**src/rtl/spi_eng_pkg.sv**
```systemverilog
package spi_eng_pkg;

    typedef enum logic [1:0] {
        ST_IDLE  = 2'd0,
        ST_LEAD  = 2'd1,
        ST_TRAIL = 2'd2
    } eng_state_t;

    localparam logic [1:0] RATE_TMR = 2'd3;

endpackage

```
**src/rtl/spi_rate_gen.sv**
```systemverilog
module spi_rate_gen #(
    parameter int HALF_FAST = 2,
    parameter int HALF_MID  = 8,
    parameter int HALF_SLOW = 32
) (
    input  logic       clk,
    input  logic       rst_n,
    input  logic       run,
    input  logic [1:0] rate,
    input  logic       tmr_tick,
    output logic       half_tick
);
    import spi_eng_pkg::*;

    localparam int CW = $clog2(HALF_SLOW) + 1;

    logic [CW-1:0] cnt;
    logic [CW-1:0] lim;

    always_comb begin
        case (rate)
            2'd0:    lim = CW'(HALF_FAST - 1);
            2'd1:    lim = CW'(HALF_MID - 1);
            default: lim = CW'(HALF_SLOW - 1);
        endcase
    end

    always_ff @(posedge clk or negedge rst_n) begin
        if (!rst_n) begin
            cnt <= '0;
        end else if (!run || cnt == lim) begin
            cnt <= '0;
        end else begin
            cnt <= cnt + 1'b1;
        end
    end

    assign half_tick = run && ((rate == RATE_TMR) ? tmr_tick : (cnt == lim));

endmodule

```
**src/rtl/spi_shift_unit.sv**
```systemverilog
module spi_shift_unit #(
    parameter int W = 8
) (
    input  logic         clk,
    input  logic         rst_n,
    input  logic         load,
    input  logic [W-1:0] load_val,
    input  logic         samp_mid,
    input  logic         shift,
    input  logic         smp_end,
    input  logic         sdi,
    output logic         msb,
    output logic [W-1:0] rx_word
);
    logic [W-1:0] sh;
    logic         samp_q;
    logic         bit_in;

    assign bit_in  = smp_end ? sdi : samp_q;
    assign msb     = sh[W-1];
    assign rx_word = {sh[W-2:0], bit_in};

    always_ff @(posedge clk or negedge rst_n) begin
        if (!rst_n) begin
            sh <= '0;
        end else if (load) begin
            sh <= load_val;
        end else if (shift) begin
            sh <= {sh[W-2:0], bit_in};
        end
    end

    always_ff @(posedge clk or negedge rst_n) begin
        if (!rst_n) begin
            samp_q <= 1'b0;
        end else if (samp_mid) begin
            samp_q <= sdi;
        end
    end

endmodule

```
**src/rtl/spi_flag_unit.sv**
```systemverilog
module spi_flag_unit #(
    parameter int W = 8
) (
    input  logic         clk,
    input  logic         rst_n,
    input  logic         complete,
    input  logic [W-1:0] rx_word,
    input  logic         rd_ack,
    input  logic         clr,
    input  logic         wcol_evt,
    output logic [W-1:0] rx_buf,
    output logic         done,
    output logic         ovf,
    output logic         wcol
);
    logic rx_full;

    always_ff @(posedge clk or negedge rst_n) begin
        if (!rst_n) begin
            rx_buf  <= '0;
            rx_full <= 1'b0;
        end else if (complete && !rx_full) begin
            rx_buf  <= rx_word;
            rx_full <= 1'b1;
        end else if (rd_ack) begin
            rx_full <= 1'b0;
        end
    end

    always_ff @(posedge clk or negedge rst_n) begin
        if (!rst_n) begin
            done <= 1'b0;
            ovf  <= 1'b0;
            wcol <= 1'b0;
        end else begin
            if (complete)       done <= 1'b1;
            else if (clr)       done <= 1'b0;
            if (complete && rx_full) ovf <= 1'b1;
            else if (clr)       ovf <= 1'b0;
            if (wcol_evt)       wcol <= 1'b1;
            else if (clr)       wcol <= 1'b0;
        end
    end

endmodule

```
**src/rtl/spi_master_engine.sv**
```systemverilog
module spi_master_engine #(
    parameter int W         = 8,
    parameter int HALF_FAST = 2,
    parameter int HALF_MID  = 8,
    parameter int HALF_SLOW = 32
) (
    input  logic         clk,
    input  logic         rst_n,
    input  logic         cfg_pol,
    input  logic         cfg_edge,
    input  logic         cfg_smp,
    input  logic [1:0]   cfg_rate,
    input  logic         cfg_rx_only,
    input  logic         tmr_tick,
    input  logic         wr_en,
    input  logic [W-1:0] wr_data,
    input  logic         rd_ack,
    input  logic         clr_flags,
    input  logic         sdi,
    output logic         sck,
    output logic         sdo,
    output logic         sdo_oe,
    output logic         busy,
    output logic         done,
    output logic         ovf,
    output logic         wcol,
    output logic [W-1:0] rx_data
);
    import spi_eng_pkg::*;

    localparam int BW = $clog2(W);
    localparam logic [BW-1:0] LAST_BIT = BW'(W - 1);

    eng_state_t    state, state_nx;
    logic [BW-1:0] bit_cnt;
    logic          half_tick;
    logic          start, samp_mid, shift, last, load;
    logic [W-1:0]  load_val;
    logic          msb;
    logic [W-1:0]  rx_word;

    assign start    = (state == ST_IDLE) && (wr_en || cfg_rx_only);
    assign samp_mid = (state == ST_LEAD) && half_tick;
    assign shift    = (state == ST_TRAIL) && half_tick;
    assign last     = shift && (bit_cnt == LAST_BIT);
    assign load     = start || (last && cfg_rx_only);
    assign load_val = (start && wr_en) ? wr_data : '0;

    always_comb begin
        state_nx = state;
        unique case (state)
            ST_IDLE:  if (start) state_nx = ST_LEAD;
            ST_LEAD:  if (half_tick) state_nx = ST_TRAIL;
            ST_TRAIL: begin
                if (half_tick) begin
                    if (bit_cnt != LAST_BIT) state_nx = ST_LEAD;
                    else if (cfg_rx_only)    state_nx = ST_LEAD;
                    else                     state_nx = ST_IDLE;
                end
            end
            default:  state_nx = ST_IDLE;
        endcase
    end

    always_ff @(posedge clk or negedge rst_n) begin
        if (!rst_n) begin
            state   <= ST_IDLE;
            bit_cnt <= '0;
        end else begin
            state <= state_nx;
            if (load)       bit_cnt <= '0;
            else if (shift) bit_cnt <= bit_cnt + 1'b1;
        end
    end

    always_comb begin
        logic active;
        busy   = (state != ST_IDLE);
        active = ((state == ST_LEAD) && !cfg_edge) || ((state == ST_TRAIL) && cfg_edge);
        sck    = cfg_pol ^ active;
        sdo_oe = !cfg_rx_only;
        sdo    = sdo_oe & msb;
    end

    spi_rate_gen #(
        .HALF_FAST(HALF_FAST),
        .HALF_MID (HALF_MID),
        .HALF_SLOW(HALF_SLOW)
    ) u_rate (
        .clk      (clk),
        .rst_n    (rst_n),
        .run      (busy),
        .rate     (cfg_rate),
        .tmr_tick (tmr_tick),
        .half_tick(half_tick)
    );

    spi_shift_unit #(.W(W)) u_shift (
        .clk     (clk),
        .rst_n   (rst_n),
        .load    (load),
        .load_val(load_val),
        .samp_mid(samp_mid),
        .shift   (shift),
        .smp_end (cfg_smp),
        .sdi     (sdi),
        .msb     (msb),
        .rx_word (rx_word)
    );

    spi_flag_unit #(.W(W)) u_flags (
        .clk     (clk),
        .rst_n   (rst_n),
        .complete(last),
        .rx_word (rx_word),
        .rd_ack  (rd_ack),
        .clr     (clr_flags),
        .wcol_evt(wr_en && busy),
        .rx_buf  (rx_data),
        .done    (done),
        .ovf     (ovf),
        .wcol    (wcol)
    );

endmodule

```
**config.mk**
```make
export PLATFORM = sky130hd
export DESIGN_NAME = spi_master_engine
export DESIGN_NICKNAME = d
export VERILOG_FILES = /design/src/rtl/spi_eng_pkg.sv /design/src/rtl/spi_rate_gen.sv /design/src/rtl/spi_shift_unit.sv /design/src/rtl/spi_flag_unit.sv /design/src/rtl/spi_master_engine.sv
export SDC_FILE = /design/constraint.sdc
export NUM_CORES = 1
export LEC_CHECK = 0
export BUFFER_PORTS_ARGS = -buffer_cell sky130_fd_sc_hd__buf_2
export CORE_MARGIN = 5
export CORE_UTILIZATION = 50
export CTS_BUF_LIST = sky130_fd_sc_hd__clkbuf_2
export DETAILED_ROUTE_END_ITERATION = 8
export GPL_TIMING_DRIVEN = 0
export PLACE_DENSITY = 0.78
export SLEW_MARGIN = 10
export SYNTH_ARGS = -nofsm -noshare
export SYNTH_HDL_FRONTEND = slang
export SYNTH_SLANG_ARGS = --single-unit
```
**constraint.sdc**
```tcl
create_clock -name clk -period 1.6 [get_ports clk]
set_input_delay 0.08 -clock clk [delete_from_list [all_inputs] [get_ports clk]]
set_output_delay 0.08 -clock clk [all_outputs]
set_load 0.05 [all_outputs]
```
==> results.toml <==
[logic_synthesis]
async_flop_share_pct = 100
ys.flop_type = "dfrtp_1"
synth_edf_count = 0
synth.area.top_cells = "dfrtp_1 (50%), mux2_2 (5.7%), nor2_1 (5.0%)"
synth-seq-area-share_pct = 50.4
yosys.area.top_type_share_pct = 50.4
syn-num-nets = 172
ys_ff_latch = 32
synth.top_cells.by_count = "dfrtp_1 (32), nor2_1 (21), inv_1 (14), nand2_1 (13), mux2_2 (8)"
yosys_warnings = 0
synth.distinct_cells = 38
synth_top_area_cell = "dfrtp_1"
synth.most_common_cell = "dfrtp_1"
syn-cell-area_um2 = 1590
syn_area_per_cell_um2 = 10.7
synthesis.instances = 148

[place]
globalplace.congestion = 0.857
io_buffer_count = 35
dp.cells = 227
placed_area_um2 = 1840
hpwlAfterDp_um = 2410

[grt]
use_met2_pct = 39.7
track_usage_pct = 22.0
grt_pass1_vias = 1555
grtUsageMet3_pct = 5.61
grt_busiest_layer = "met2"
antenna_found_initial = 0
grt_max_degree = 33
met1_usage_pct = 23.8
gr-total-overflow = 0
grt_pass1_wl_um = 7150

[cells_and_area]
stdcell_count = 277
diodes = 0
layout-drive-gt1-share_pct = 48.5
fin_nets = 256
area_growth_pct = 53.7
fillers = 209
final_cell_area_um2 = 2440

[sta]
clock_skew_ns = 0.0258
layout_setup_ws_ns = -0.287
setup_viol = 25
min_period_ns = 1.89
drv_slew = 0
worst_pin_slew_ns = 0.716
max_slew_margin_pct = 52.3
clock.fmax_mhz = 530
rsz0062_at_grt = "true"
finalCritPeriodShare_pct = 118
finalHoldViolCount = 0

[worst_setup_path]
arrival_ns = 2.15
ff2ff_path_depth = 5
critical_path_class = "reg -> reg"
crit_chain = "and4_4, a311oi_4, o22ai_4, nand3_4, mux2_4"
cp.depth = 5
path_max_fanout = 5
crit_path_top_delay_cell = "dfrtp_1"
critPathTopFamily = "compound AO/OA/AOI/OAI gates"
path_buf_inv = 0
crit_path_end_kind = "flop"
cpPeakStageDelay_ns = 0.46
crit_required_ns = 1.86
startpoint_type = "flop"

[floorplanning]
die_w_um = 66.4
dieArea_um2 = 4410
die-height_um = 66.4
num_io_pins = 36
initial_utilization_pct = 52.0
num_rows = 20
coreArea_um2 = 3050

[drt]
routed_wl_um = 4620
vias = 1471
firstDrtPassIters = 4
post_drt_wl_per_cell_um = 16.7
routed_via_density = 5.31
drc = 0
drtIter0Drc = 71
ant_nets = 0

[clock_network]
cts_tree = "done"
clockBufferDepth = 2
h-tree-depth = 2
insertion_delay_ns = 0.38
clkTransAtPathRegs_ns = 0.18
cts_num_sinks = 32
cts_root_buf = "clkbuf_2"
cts_buffers = 5

[pwr]
leakagePower_nw = 1.20
p_per_area_nw_per_um2 = 1350
ir_drop_uv = 737

[hold_path]
hold_class = "in -> reg"
holdPathStages = 3

[outcome]
violations = "negative setup slack"
status = "finished, violations left"

[run]
maxCapViolations = 0
==> layer usage <==
layer  vias up  wire length (um)
met3        14               217
met5         -                 0
met2        55              2500
li1        691                 -
met4         0               138
met1       711              1760
==> metrics by stage <==
stage | utilization, % | total power [W] | hold WS (ns) | TNS, ns | setup WS, ns
4_1_cts | 74.5 | 0.00297 | 0.0121 | -3.52 | -0.204
3_5_place_dp | 60.2 | 0.00226 | 0.161 | -5.25 | -0.289
3_3_place_gp | 60.2 | 0.00221 | 0.152 | -4.59 | -0.273
6_report | 80.0 | 0.00330 | 0.0173 | -5.29 | -0.287
2_1_floorplan | - | 0.00199 | -0.216 | -1.23 | -0.113
5_1_grt | 80.0 | 0.00351 | 0.0185 | -7.38 | -0.361
==> final timing paths <==
check                              startpoint                 to  slack (ns)
worst min-delay path                clr_flags       u_flags.wcol        0.02
max in group asynchronous               rst_n      u_rate.cnt[1]        0.83
worst max register to register  u_rate.cnt[4]  u_flags.rx_buf[6]       -0.29
worst max-delay path            u_rate.cnt[4]  u_flags.rx_buf[6]       -0.29
min in group asynchronous               rst_n    u_flags.rx_full        0.26
worst min register to register  u_rate.cnt[0]      u_rate.cnt[0]        0.51
==> worst reg2reg max path: stages (launching register included) <==
cell and delay, ns:
dfrtp_1 0.46, and4_4 0.21, a311oi_4 0.42, o22ai_4 0.20, nand3_4 0.19, mux2_4 0.32
==> sequential cells by signal, indices dropped and copies added (netlist names) <==
register         flops
u_flags.ovf          1
u_flags.rx_buf       8
u_flags.wcol         1
state                2
u_shift.sh           8
u_flags.rx_full      1
bit_cnt              3
u_shift.samp_q       1
u_rate.cnt           6
u_flags.done         1
==> cells by family after synthesis <==
kind of cell               after synthesis  share of synthesized area [%]
muxes                                   12                           8.19
and+or+nand+nor                         50                           14.6
AOI/OAI and AO/OA                       28                           16.4
adders and majority gates                3                           2.36
xor gates and xnor gates                 6                           3.31
DFF                                     32                           50.4
buffers and inverters                   17                           4.72
==> placed cells by master (no fill, tap or decap), types with 2 or more instances in the layout <==
cell type / count
buf_2: 33
a22o_1: 2
nor2_4: 2
clkbuf_2: 7
ha_1: 2
inv_1: 13
dfrtp_1: 31
a221oi_2: 6
xor2_1: 2
nor2_1: 17
o21bai_4: 2
nand3_1: 4
nand2_1: 12
buf_6: 9
mux2i_1: 4
mux2_4: 8
nand3_4: 2
o21ai_4: 2
nor2b_1: 2
nor2_2: 2
buf_4: 22
xnor2_1: 4
o21ai_2: 2
dlygate4sd3_1: 13
a2bb2oi_1: 2
==> layout make-up <==
type / count / area [um^2] / share of cell area (%)
multi-input cells: 100 / 913 / 37.4
flip-flops and latches: 32 / 802 / 32.8
repair buffers: 76 / 551 / 22.5
well taps: 44 / 55.1 / 2.25
inverters: 14 / 52.6 / 2.15
clock buffers: 7 / 35.0 / 1.43
plain buffers: 3 / 30.0 / 1.23
clock inverters: 1 / 3.75 / 0.154
==> where the power goes <==
part | internal, W | switching (W) | total [W] | leakage, nW
combinational | 0.000809 | 0.000903 | 0.00171 | 0.755
clock | 0.000117 | 0.000276 | 0.000393 | 0.0306
sequential | 0.00102 | 0.000177 | 0.00119 | 0.410
total | 0.00194 | 0.00136 | 0.00330 | 1.20
==> timing repair <==
action	CTS	global route
hold buffers	13	0
gates resized for setup	28	28
endpoints found under the setup margin	25	31
setup buffers	18	9
pin swaps	6	10
cloned	2	0
endpoints found under the hold margin	44	0
No activity file was read; power rests on OpenSTA's default activity.
